$ cat src/rtl/shr_pkg.sv
package shr_pkg;

    typedef enum logic [2:0] {
        OP_LSL  = 3'd0,
        OP_LSR  = 3'd1,
        OP_ASR  = 3'd2,
        OP_PERM = 3'd3,
        OP_RL   = 3'd4,
        OP_RLC  = 3'd5,
        OP_RR   = 3'd6,
        OP_RRC  = 3'd7
    } shr_op_e;

    typedef enum logic [1:0] {
        S_IDLE  = 2'd0,
        S_SHIFT = 2'd1,
        S_PERM  = 2'd2,
        S_DONE  = 2'd3
    } shr_state_e;

    // low nibble that marks the shift group
    localparam logic [3:0] GROUP_TAG = 4'b1011;

endpackage

$ cat src/rtl/shr_decode.sv
module shr_decode
    import shr_pkg::*;
(
    input  logic [7:0] opcode,
    output shr_op_e    op,
    output logic       bad_op,
    output logic       is_perm,
    output logic       is_rot
);
    always_comb begin
        op      = shr_op_e'(opcode[6:4]);
        // bit 7 set, or a foreign low nibble, is outside the group
        bad_op  = opcode[7] | (opcode[3:0] != GROUP_TAG);
        is_perm = (op == OP_PERM);
        is_rot  = opcode[6];
    end
endmodule

$ cat src/rtl/shr_step.sv
module shr_step
    import shr_pkg::*;
#(
    parameter int WIDTH = 64
) (
    input  shr_op_e          op,
    input  logic [WIDTH-1:0] d_in,
    input  logic             c_in,
    output logic [WIDTH-1:0] d_out,
    output logic             c_out
);
    // one single-bit move of the selected operation
    always_comb begin
        d_out = d_in;
        c_out = c_in;
        unique case (op)
            OP_LSL: begin
                d_out = {d_in[WIDTH-2:0], 1'b0};
                c_out = d_in[WIDTH-1];
            end
            OP_LSR: begin
                d_out = {1'b0, d_in[WIDTH-1:1]};
                c_out = d_in[0];
            end
            OP_ASR: begin
                d_out = {d_in[WIDTH-1], d_in[WIDTH-1:1]};
                c_out = d_in[0];
            end
            OP_RL: begin
                d_out = {d_in[WIDTH-2:0], d_in[WIDTH-1]};
            end
            OP_RR: begin
                d_out = {d_in[0], d_in[WIDTH-1:1]};
            end
            OP_RLC: begin
                d_out = {d_in[WIDTH-2:0], c_in};
                c_out = d_in[WIDTH-1];
            end
            OP_RRC: begin
                d_out = {c_in, d_in[WIDTH-1:1]};
                c_out = d_in[0];
            end
            OP_PERM: begin
                d_out = d_in;
                c_out = c_in;
            end
        endcase
    end
endmodule

$ cat src/rtl/shr_nyb_place.sv
module shr_nyb_place #(
    parameter int WIDTH = 64,
    localparam int NYB  = WIDTH / 4,
    localparam int SELW = $clog2(NYB)
) (
    input  logic [3:0]       nyb,
    input  logic [SELW-1:0]  sel,
    output logic [WIDTH-1:0] placed
);
    // one decoder slot per destination nybble
    for (genvar j = 0; j < NYB; j++) begin : g_slot
        assign placed[4*j +: 4] = (sel == SELW'(j)) ? nyb : 4'b0000;
    end
endmodule

$ cat src/rtl/shr_unit.sv
module shr_unit
    import shr_pkg::*;
#(
    parameter int WIDTH = 64
) (
    input  logic             clk,
    input  logic             rst_n,
    input  logic             start,
    input  logic [7:0]       opcode,
    input  logic [WIDTH-1:0] n_in,
    input  logic [WIDTH-1:0] cnt_in,
    input  logic             carry_in,
    output logic             busy,
    output logic             done,
    output logic [WIDTH-1:0] result,
    output logic             carry_out,
    output logic             illegal
);
    localparam int NYB     = WIDTH / 4;
    localparam int SELW    = $clog2(NYB);
    localparam int LOG_W   = $clog2(WIDTH);
    localparam int CNT_MAX = WIDTH + 1;
    localparam int STEP_W  = $clog2(WIDTH + 2);
    localparam int LANE_W  = $clog2(NYB);

    shr_state_e         state_q, state_d;
    shr_op_e            op_q;
    logic [WIDTH-1:0]   data_q;
    logic               carry_q;
    logic               illegal_q;
    logic [WIDTH-1:0]   src_q;
    logic [WIDTH-1:0]   idx_q;
    logic [STEP_W-1:0]  steps_q;
    logic [LANE_W-1:0]  lanes_q;

    shr_op_e            dec_op;
    logic               dec_bad;
    logic               dec_perm;
    logic               dec_rot;
    logic [STEP_W-1:0]  start_steps;
    logic [WIDTH-1:0]   step_data;
    logic               step_carry;
    logic [WIDTH-1:0]   placed;

    shr_decode u_decode (
        .opcode  (opcode),
        .op      (dec_op),
        .bad_op  (dec_bad),
        .is_perm (dec_perm),
        .is_rot  (dec_rot)
    );

    shr_step #(.WIDTH(WIDTH)) u_step (
        .op    (op_q),
        .d_in  (data_q),
        .c_in  (carry_q),
        .d_out (step_data),
        .c_out (step_carry)
    );

    shr_nyb_place #(.WIDTH(WIDTH)) u_place (
        .nyb    (src_q[3:0]),
        .sel    (idx_q[SELW-1:0]),
        .placed (placed)
    );

    // effective step count: rotates wrap, shifts saturate one past the cell
    always_comb begin
        if (dec_rot) begin
            start_steps = STEP_W'(cnt_in[LOG_W-1:0]);
        end else if (cnt_in > WIDTH'(CNT_MAX)) begin
            start_steps = STEP_W'(CNT_MAX);
        end else begin
            start_steps = cnt_in[STEP_W-1:0];
        end
    end

    // state register
    always_ff @(posedge clk or negedge rst_n) begin
        if (!rst_n) begin
            state_q <= S_IDLE;
        end else begin
            state_q <= state_d;
        end
    end

    // transitions
    always_comb begin
        state_d = state_q;
        unique case (state_q)
            S_IDLE: begin
                if (start) begin
                    if (dec_bad) begin
                        state_d = S_DONE;
                    end else if (dec_perm) begin
                        state_d = S_PERM;
                    end else if (start_steps == '0) begin
                        state_d = S_DONE;
                    end else begin
                        state_d = S_SHIFT;
                    end
                end
            end
            S_SHIFT: begin
                if (steps_q == STEP_W'(1)) begin
                    state_d = S_DONE;
                end
            end
            S_PERM: begin
                if (lanes_q == LANE_W'(NYB - 1)) begin
                    state_d = S_DONE;
                end
            end
            S_DONE: begin
                state_d = S_IDLE;
            end
        endcase
    end

    // working registers
    always_ff @(posedge clk or negedge rst_n) begin
        if (!rst_n) begin
            op_q      <= OP_LSL;
            data_q    <= '0;
            carry_q   <= 1'b0;
            illegal_q <= 1'b0;
            src_q     <= '0;
            idx_q     <= '0;
            steps_q   <= '0;
            lanes_q   <= '0;
        end else begin
            unique case (state_q)
                S_IDLE: begin
                    if (start) begin
                        op_q      <= dec_op;
                        data_q    <= (dec_perm && !dec_bad) ? '0 : n_in;
                        carry_q   <= carry_in;
                        illegal_q <= dec_bad;
                        src_q     <= n_in;
                        idx_q     <= cnt_in;
                        steps_q   <= start_steps;
                        lanes_q   <= '0;
                    end
                end
                S_SHIFT: begin
                    data_q  <= step_data;
                    carry_q <= step_carry;
                    steps_q <= steps_q - STEP_W'(1);
                end
                S_PERM: begin
                    data_q  <= data_q | placed;
                    src_q   <= src_q >> 4;
                    idx_q   <= idx_q >> 4;
                    lanes_q <= lanes_q + LANE_W'(1);
                end
                S_DONE: begin
                end
            endcase
        end
    end

    // outputs
    always_comb begin
        busy      = (state_q == S_SHIFT) || (state_q == S_PERM);
        done      = (state_q == S_DONE);
        result    = data_q;
        carry_out = carry_q;
        illegal   = illegal_q;
    end

    // completion is a single-cycle pulse
    p_done_pulse_r1: assert property (@(posedge clk) disable iff (!rst_n)
        done |=> !done);

    // never busy and done together
    p_busy_done_excl_r1: assert property (@(posedge clk) disable iff (!rst_n)
        !(busy && done));

    // an opcode with bit 7 set completes at once as illegal
    p_illegal_fast_r2: assert property (@(posedge clk) disable iff (!rst_n)
        (state_q == S_IDLE && start && opcode[7]) |=> (done && illegal));

    // in-cell rotate steps never touch the carry
    p_rot_keeps_carry_r7: assert property (@(posedge clk) disable iff (!rst_n)
        (state_q == S_SHIFT && (op_q == OP_RL || op_q == OP_RR)) |=> $stable(carry_out));

    // nybble deposit never touches the carry
    p_perm_keeps_carry_r10: assert property (@(posedge clk) disable iff (!rst_n)
        (state_q == S_PERM) |=> $stable(carry_out));

    // a step loop never exceeds the saturated shift length
    p_step_bound_r6: assert property (@(posedge clk) disable iff (!rst_n)
        (state_q == S_SHIFT) |-> (steps_q != '0 && steps_q <= STEP_W'(CNT_MAX)));

endmodule

$ cat config.mk
export PLATFORM = sky130hd
export DESIGN_NAME = shr_unit
export DESIGN_NICKNAME = d
export VERILOG_FILES = /design/src/rtl/shr_pkg.sv /design/src/rtl/shr_decode.sv /design/src/rtl/shr_step.sv /design/src/rtl/shr_nyb_place.sv /design/src/rtl/shr_unit.sv
export SDC_FILE = /design/constraint.sdc
export NUM_CORES = 1
export LEC_CHECK = 0
export ABC_AREA = 1
export BUFFER_PORTS_ARGS = -buffer_cell sky130_fd_sc_hd__buf_2
export CAP_MARGIN = 30
export CORE_MARGIN = 3
export CORE_UTILIZATION = 25
export DETAILED_ROUTE_END_ITERATION = 16
export SYNTH_ARGS = -nofsm -noshare
export SYNTH_HDL_FRONTEND = slang
export SYNTH_HIERARCHICAL = 1
export SYNTH_SLANG_ARGS = --single-unit
$ cat constraint.sdc
create_clock -name clk -period 1.58 [get_ports clk]
set_clock_uncertainty 0.05 [all_clocks]
set_input_delay 0.079 -clock clk [delete_from_list [all_inputs] [get_ports clk]]
set_output_delay 0.079 -clock clk [all_outputs]
set_load 0.02 [all_outputs]
# Word-level counts from Yosys, hierarchy flattened
# Index checks and enable logic that the tools add are counted.
# Widths: inputs -> output; s select.
[totals]
reg_bits = 210
out_inout_bits = 68
word_cells = 109
in_bits = 140
[classes]
bitwise_logic = 2
magnitude_cmp = 1
n_eq_ne = 35
n_reduce_logical = 19
addsub = 2
muxes = 40
[op_table]
columns = ["op", "count"]
rows = [
  ["$pmux 64 s7", 1],
  ["$mux 64", 4],
  ["$pmux 64 s2", 2],
  ["$pmux 64 s3", 1],
  ["$mux 4", 17],
  ["$gt 64x7->1 const B", 1],
  ["$or 64x64->64", 1],
  ["$eq 4x4->1 const B", 9],
  ["$mux 7", 3],
  ["$eq 4x3->1 const B", 4],
  ["$pmux 7 s2", 1],
  ["$eq 3x3->1 const B", 4],
  ["$mux 2", 6],
  ["$ne 2x2->1 const B", 5],
  ["$eq 3x2->1 const B", 3],
  ["$reduce_and 3->1", 3],
  ["$eq 4x2->1 const B", 2],
  ["$pmux 2 s4", 1],
  ["$pmux 4 s2", 1],
  ["$eq 7x1->1 const B", 1],
  ["$logic_not 7->1", 1],
  ["$sub 7x1->7 const B", 1],
  ["$reduce_and 2->1", 3],
  ["$add 4x1->4 const B", 1],
  ["20 further kinds", 23],
]

# Longest topological paths before layout
# Gate-level depths: netlist of the first run.
[logic_depth]
word_depth = 9
depth_mapped = 12
ltp_nobuf = 11

# Cells and area by module
# Netlist of the first run, hierarchy kept.
[modules_own_cells]
columns = ["mod", "area_per_inst_um2", "instances", "seq_area_each_um2", "cells_each"]
rows = [
  ["shr_unit", 10882.9, 1, 5255.0, 1441],
  ["shr_step", 1318.8, 1, 0.0, 299],
  ["shr_nyb_place", 387.9, 1, 0.0, 102],
  ["shr_decode", 56.3, 1, 0.0, 11],
]

# Worst setup path before layout of the first run
# OpenSTA, ideal clock, no wires.
[synth_path]
kind = "register to register"
startpoint = "register state_q[0]"
endpoint = "register state_q[0]"
period_less_slack_ns = 1.857
path_stages_with_launch = 10
arrival_ns = 1.677
path_buffers = 3
required_ns = 1.400
setup_slack_ns = -0.277
setup_ns = 0.130
path_cell_list = "dfrtp_1 inv_1 ha_1 buf_2 inv_2 buf_2 buf_2 nor2_1 nor2_1 a22oi_1"
[synth_via]
elab_chain_len = 3
elab_cells_between_ends = 9
cone_classes = "eq/ne (6); mux (1); reduce/logical (2)"
[synth_rtl]
columns = ["element", "line", "rtl"]
rows = [
  ["start: declaration", "shr_unit.sv:26", "shr_state_e state_q, state_d;"],
  ["start signal: assignment", "shr_unit.sv:83", "state_q <= state_d;"],
  ["$eq 2x2->1, or another cell as far along", "shr_unit.sv:90", "unique case (state_q)"],
  ["$ne 2x2->1 (no line)", "--", ""],
  ["$reduce_and 3->1 (no line)", "--", ""],
]
# Several ways; a longest one is shown, not always the timed one.
# A chain may end at the register's enable or synchronous reset.

# Worst setup path after layout of the first run
[layout_path]
startpoint = "register state_q[0]"
endpoint = "register src_q[43]"
[layout_via]
elab_chain_len = 3
elab_cells_between_ends = 6
cone_classes = "eq/ne (2); mux (1); reduce/logical (3)"
[layout_rtl]
columns = ["element", "line", "rtl"]
rows = [
  ["$eq 2x2->1 or $logic_not 2->1 (tied branches)", "shr_unit.sv:132", "unique case (state_q)"],
  ["$reduce_bool 2->1 (no line) or $ne 2x2->1 (tied branches)", "--", ""],
  ["$reduce_and 2->1 (no line)", "--", ""],
  ["end signal: assignment", "shr_unit.sv:139", "src_q <= n_in;"],
  ["end signal: assignment", "shr_unit.sv:152", "src_q <= src_q >> 4;"],
  ["end: declaration", "shr_unit.sv:31", "logic [WIDTH-1:0] src_q;"],
]
# Several ways; a longest one is shown, not always the timed one.

==> flow_metrics.tcl, run 1 <==
set metrics [dict create \
    drc 0 \
    synth_area_per_cell_um2 6.825 \
    die_y_um 230.9 \
    grt_pass1_vias 13200 \
    ctsLongestPathBuffers 3 \
    core_area_mm2 0.04946 \
    wire_per_inst_um 17.86 \
    portBuffers 207 \
    tns_ns -25.08 \
    yosys_warnings 6 \
    hp-class "input pin to register" \
    h-tree-depth 1 \
    synth_area_leaders "dfrtp_1, nand2_1, nor2_1" \
    wl_um 52290 \
    ys_types 35 \
    syn-cell-area_mm2 0.01265 \
    grt_first_pass_wirelength_um 72880 \
    dp_worst_setup_slack_ns -0.2501 \
    criticalPathCategory "register to register" \
    setup_viol 200 \
    cts_tree "yes" \
    worst-path-max-fanout 6 \
    start_kind "register" \
    routed-via-count 14550 \
    path_clk_slew_ns 0.06 \
    viasPerCell 4.969 \
    worstReg2RegStart "state_q[0]" \
    rows 81 \
    synth_top_area_share 0.4156 \
    total_power_uw 12170 \
    first_pass_iters 6 \
    die_w_um 230.9 \
    synthFlopType "dfrtp_1" \
    tightest_slew_ns 0.4049 \
    grt_overflow 0 \
    die_area_mm2 0.05332 \
    cp-end-kind "register" \
    cts_root_buf "clkbuf_16" \
    start_util 0.2557 \
    synth_fp_nets 2001 \
    hold_viol_final 0 \
    min_delay_path_depth 7 \
    whs_endpoint "state_q[1]" \
    clk_latency_ns 0.55 \
    dp_hpwl_um 31960 \
    post_route_cells_drive_above_1_share 0.2524 \
    synth.most_common_cell "nand2_1" \
    regToRegEndpoint "src_q[43]" \
    ios 208 \
    fmax_ghz 0.5564 \
    min_period_ns 1.797 \
    nNetsFinal 2388 \
    r2r_setup_slack_ns -0.22 \
    fill_cells 5141 \
    dr.first_iter.drc_count 1346 \
    p_leak_uw 0.008685 \
    synthCells 1853 \
    ys_seq_area_frac 0.4156 \
    synth-edff-count 0 \
    reg2regPathDepth 10 \
    cts_buffers 27 \
    ys_seq_elements 210 \
    synth_top_area_cell "dfrtp_1" \
    p_per_area_mw_per_mm2 641.3 \
    relSlewSlack 0.7301 \
    grt_max_degree 69 \
    yosys-top-cells-count "nand2_1, nor2_1, dfrtp_1" \
    layout_setup_ws_ns -0.2171 \
    rsz0062_at_grt "true" \
    grt.total_usage 0.1676 \
    drv_slew 0 \
    period_share 1.137 \
    worstPathRequired_ns 1.96 \
    drv_cap 0 \
    grt_antenna_before_repair 7 \
    async_flop_share 1.000 \
    syn_to_final_growth_pct 50.03 \
    status "finished, violations left" \
    worst_ir_drop_vdd_mv 0.6136 \
    ant_nets 0 \
    hp-start "opcode[7]" \
    place_congestion 0.8483 \
    worstPathArrival_ns 2.18 \
    failed_checks "negative setup slack" \
    clkSinkCount 210 \
]
## layer usage
metal | part of all wire | wire length (µm) | GRT usage
met1 | 0.43 | 22740 | 0.2269
met5 | 0.00025 | 13 | 0
met2 | 0.45 | 23780 | 0.2724
met4 | 0.024 | 1247 | 0.03622
met3 | 0.086 | 4510 | 0.04023
## cell families (layout without fill, tap and decap cells)
family          count (synthesis)  after routing  synth area share
mux                             3              3          0.002671
xor+xnor                        2              2          0.001385
flops                         210            210            0.4156
buf+inv                       246            651           0.08756
fa+ha+maj                       8              8          0.007916
compound gates                426            426            0.1897
simple gates                  958            958            0.2952
other cells                     0              6                 0
## registers in the layout, indices dropped and copies added (netlist names)
name,count
op_q,3
result,64
src_q,64
illegal,1
idx_q,64
carry_out,1
lanes_q,4
state_q,2
steps_q,7
## layout by cell type (no fill, tap or decap), types with 32 or more instances in the layout
cell type / count
a21oi_2: 37
o21ai_0: 58
a21oi_1: 102
nand3_2: 32
o22ai_1: 62
buf_4: 60
inv_1: 104
dlygate4sd3_1: 136
dfrtp_1: 207
a31oi_1: 116
nand2_1: 551
buf_12: 42
nor2_1: 248
nand2_2: 33
clkbuf_16: 47
buf_2: 204
nand3_1: 50
## how the worst max path moves through the flow
stage / endpoint / slack [ns] / start / cells past startpoint
6_report: src_q[43] / -0.22 / state_q[0] / 10
5_1_grt: src_q[43] / -0.28 / state_q[0] / 10
4_1_cts: src_q[43] / -0.24 / state_q[0] / 8
3_5_place_dp: src_q[43] / -0.25 / state_q[0] / 8
3_3_place_gp: idx_q[2] / -0.19 / state_q[0] / 8
2_1_floorplan: result[10] / -0.03 / state_q[1] / 9
## report_power, final
group,switching (µW),leakage [µW],internal [µW]
registers,0,0.00229,5380
clock network,2450,0.000409,3530
logic,393,0.00599,421
total,2840,0.00868,9330
## cell type report
cell class              count  area, µm²  area share
clock inverters             7      68.82    0.003627
clock buffers              40      774.5     0.04082
repair buffers            490       4584      0.2416
flip-flops and latches    210       5259      0.2772
inverters                 114      442.9     0.02334
diodes                      6      15.01   0.0007913
well taps                 664      830.8     0.04379
multi-input cells        1397       6998      0.3688
## critical path: stages, from the launching register on
cell and delay, ns:
dfrtp_1 0.41, inv_4 0.11, buf_12 0.10, ha_4 0.15, inv_6 0.05, o21ai_4 0.17
buf_12 0.17, buf_12 0.12, buf_12 0.11, clkbuf_16 0.15, a31oi_2 0.08
## metrics by stage
stage | area, µm² | hold WS (ns) | instances | utilization
after floorplan | 12820 | -0.2666 | 1853 | -
after global placement | 15060 | -0.04217 | 2687 | 0.3045
after detailed placement | 15060 | -0.04043 | 2687 | 0.3045
after CTS | 17390 | 0.005395 | 2875 | 0.3516
after global routing | 18970 | 0.09797 | 2925 | 0.3835
final | 18970 | 0.03690 | 2928 | 0.3836
## repair_timing
| action | CTS | global route |
|---|---|---|
| setup buffers | 3 | 20 |
| cloned | 1 | 28 |
| resized for setup | 15 | 233 |
| hold buffers | 137 | 0 |
| endpoints found under the hold margin | 416 | 0 |
| setup endpoints to repair | 208 | 211 |
| pin swaps | 1 | 62 |
Note: power is estimated with default switching activity, not from simulation.
==> run 2, diff against run 1 <==
clock period = 2.25 ns   (was 1.58 ns; I/O delays follow)
==> flow_metrics.tcl, run 2 (synthesis gave the netlist of run 1 again) <==
set metrics [dict create \
    swShare 0.2264 \
    status "finished clean" \
    ant_nets 0 \
    p_leak_uw 0.007342 \
    syn_to_final_growth_pct 31.43 \
    dp_hpwl_um 30530 \
    clk_latency_ns 0.55 \
    path_clk_slew_ns 0.06 \
    hp-class "input pin to register" \
    reg2regPathDepth 7 \
    rsz0062_at_grt "false" \
    die_area_mm2 0.05332 \
    viasPerCell 4.864 \
    die_w_um 230.9 \
    start_kind "register" \
    cts_buffers 24 \
    final_common_cell "nand2_1" \
    worstReg2RegStart "state_q[0]" \
    power_frac_comb 0.064 \
    cts_tree "yes" \
    ios 208 \
    post_route_cells_drive_above_1_share 0.1413 \
    ctsLongestPathBuffers 3 \
    dpl_cell_area_mm2 0.01436 \
    place_congestion 0.8246 \
    r2r_setup_slack_ns 0.24 \
    worst-path-max-fanout 31 \
    total_power_uw 8641 \
    multiInputGateArea_mm2 0.006326 \
    drv_cap 0 \
    tns_ns 0 \
    nNetsFinal 2275 \
    grt_pass1_vias 13280 \
    fin_area_mm2 0.01662 \
    die_y_um 230.9 \
    cts_root_buf "clkbuf_16" \
    wl_um 46080 \
    cp.buffers_inverters 3 \
    cp-end-kind "primary output" \
    path_cells "inv_1, ha_2, buf_12, buf_2" \
    grt.total_usage 0.1648 \
    grt_max_degree 85 \
    drv_slew 0 \
    finalCoreUtilization 0.3361 \
    fill_cells 5304 \
    holdWs_ns 0.07969 \
    portBuffers 207 \
    final_cell_mix "nand2_1, nor2_1, dfrtp_1, buf_2, a21oi_1" \
    netSwitchingPower_uw 1956 \
    cp_slowest_cell "ha_2" \
    min_period_ns 2.157 \
    period_share 0.9586 \
    worst_ir_drop_vdd_mv 0.5596 \
    whs_endpoint "state_q[1]" \
    criticalPathCategory "register to primary output" \
    pwr-share-clk 0.499 \
    p_int_uw 6685 \
    max_stage_delay_ns 0.45 \
    worstPathArrival_ns 1.99 \
    setup_viol 0 \
    relSlewSlack 0.5851 \
    regArea_mm2 0.005255 \
    clkSinkCount 210 \
    grt_first_pass_wirelength_um 72060 \
    regToRegEndpoint "result[63]" \
    hold_viol_final 0 \
    start_util 0.2557 \
    wire_per_inst_um 16.40 \
    grt_overflow 0 \
    dr.first_iter.drc_count 1318 \
    cp_top_family "buffers and inverters" \
    seqPwrFrac 0.437 \
    grt_antenna_before_repair 6 \
    tightest_slew_ns 0.6224 \
    routed-via-count 13670 \
    fmax_ghz 0.4636 \
    min_delay_path_depth 7 \
    first_pass_iters 6 \
    p_per_area_mw_per_mm2 519.9 \
    h-tree-depth 1 \
    rows 81 \
    core_area_mm2 0.04946 \
    hp-start "opcode[7]" \
    drc 0 \
    worstPathRequired_ns 2.09 \
]
[run 2: changes by cell type in the layout (fill, tap and decap cells not counted), sizes merged]
cell / before / now
inv: 115 / 114
clkinvlp: 2 / 1
clkbuf: 61 / 35
bufinv: 1 / 4
diode: 6 / 2
clkinv: 3 / 5
buf: 333 / 243
dlygate4sd3: 136 / 135
[run 2: how the worst max path moves through the flow]
| stage | start | end | slack, ns | cells past startpoint |
|---|---|---|---|---|
| after floorplan | state_q[0] | state_q[0] | 0.39 | 9 |
| after global placement | state_q[0] | result[63] | 0.35 | 7 |
| after detailed placement | state_q[1] | idx_q[23] | 0.28 | 8 |
| after CTS | state_q[1] | busy | 0.05 | 4 |
| after global routing | state_q[1] | busy | 0.01 | 4 |
| final | state_q[1] | busy | 0.09 | 4 |
[run 2: tightest hold or removal path: cells and delay by family]
family                 cells  cell delay (ns)
AND/OR/NAND/NOR            5             0.30
AO/OA/AOI/OAI              1             0.12
buffers and inverters      1             0.08
[run 2: timing repair]
action | CTS | global route
hold buffers | 135 | 0
endpoints found under the hold margin | 413 | 0
setup buffers | 0 | 0
resized for setup | 3 | 0
cloned | 0 | 1
setup endpoints to repair | 1 | 1
[run 2: cell type report]
class                   instances  share of cell area
repair buffers                380              0.1756
clock buffers                  33             0.04185
clock inverters                10            0.009410
multi-input cells            1397              0.3806
flip-flops and latches        210              0.3162
inverters                     114             0.02605
well taps                     664             0.04999
diodes                          2           0.0003011
[run 2: routing by layer]
metal | global-route usage | part of all wire
met5 | 0 | 0.0012
met4 | 0.02828 | 0.016
met3 | 0.04060 | 0.086
met2 | 0.2788 | 0.47
met1 | 0.2161 | 0.43
[run 2: stage by stage]
stage / instances / setup slack [ns]
2_1_floorplan: 1853 / 0.3931
3_3_place_gp: 2628 / 0.3499
3_5_place_dp: 2628 / 0.2767
4_1_cts: 2806 / 0.04606
5_1_grt: 2810 / 0.009745
6_report: 2810 / 0.09317
[run 2: power by group through the flow]
stage / clock network (µW) / logic [µW] / registers, µW
finish: 4310 / 556 / 3780
global placement: 0 / 362 / 3850
detailed placement: 0 / 367 / 3850
global route: 4560 / 613 / 3770
CTS: 4400 / 557 / 3780
floorplan: 0 / 80.6 / 3850
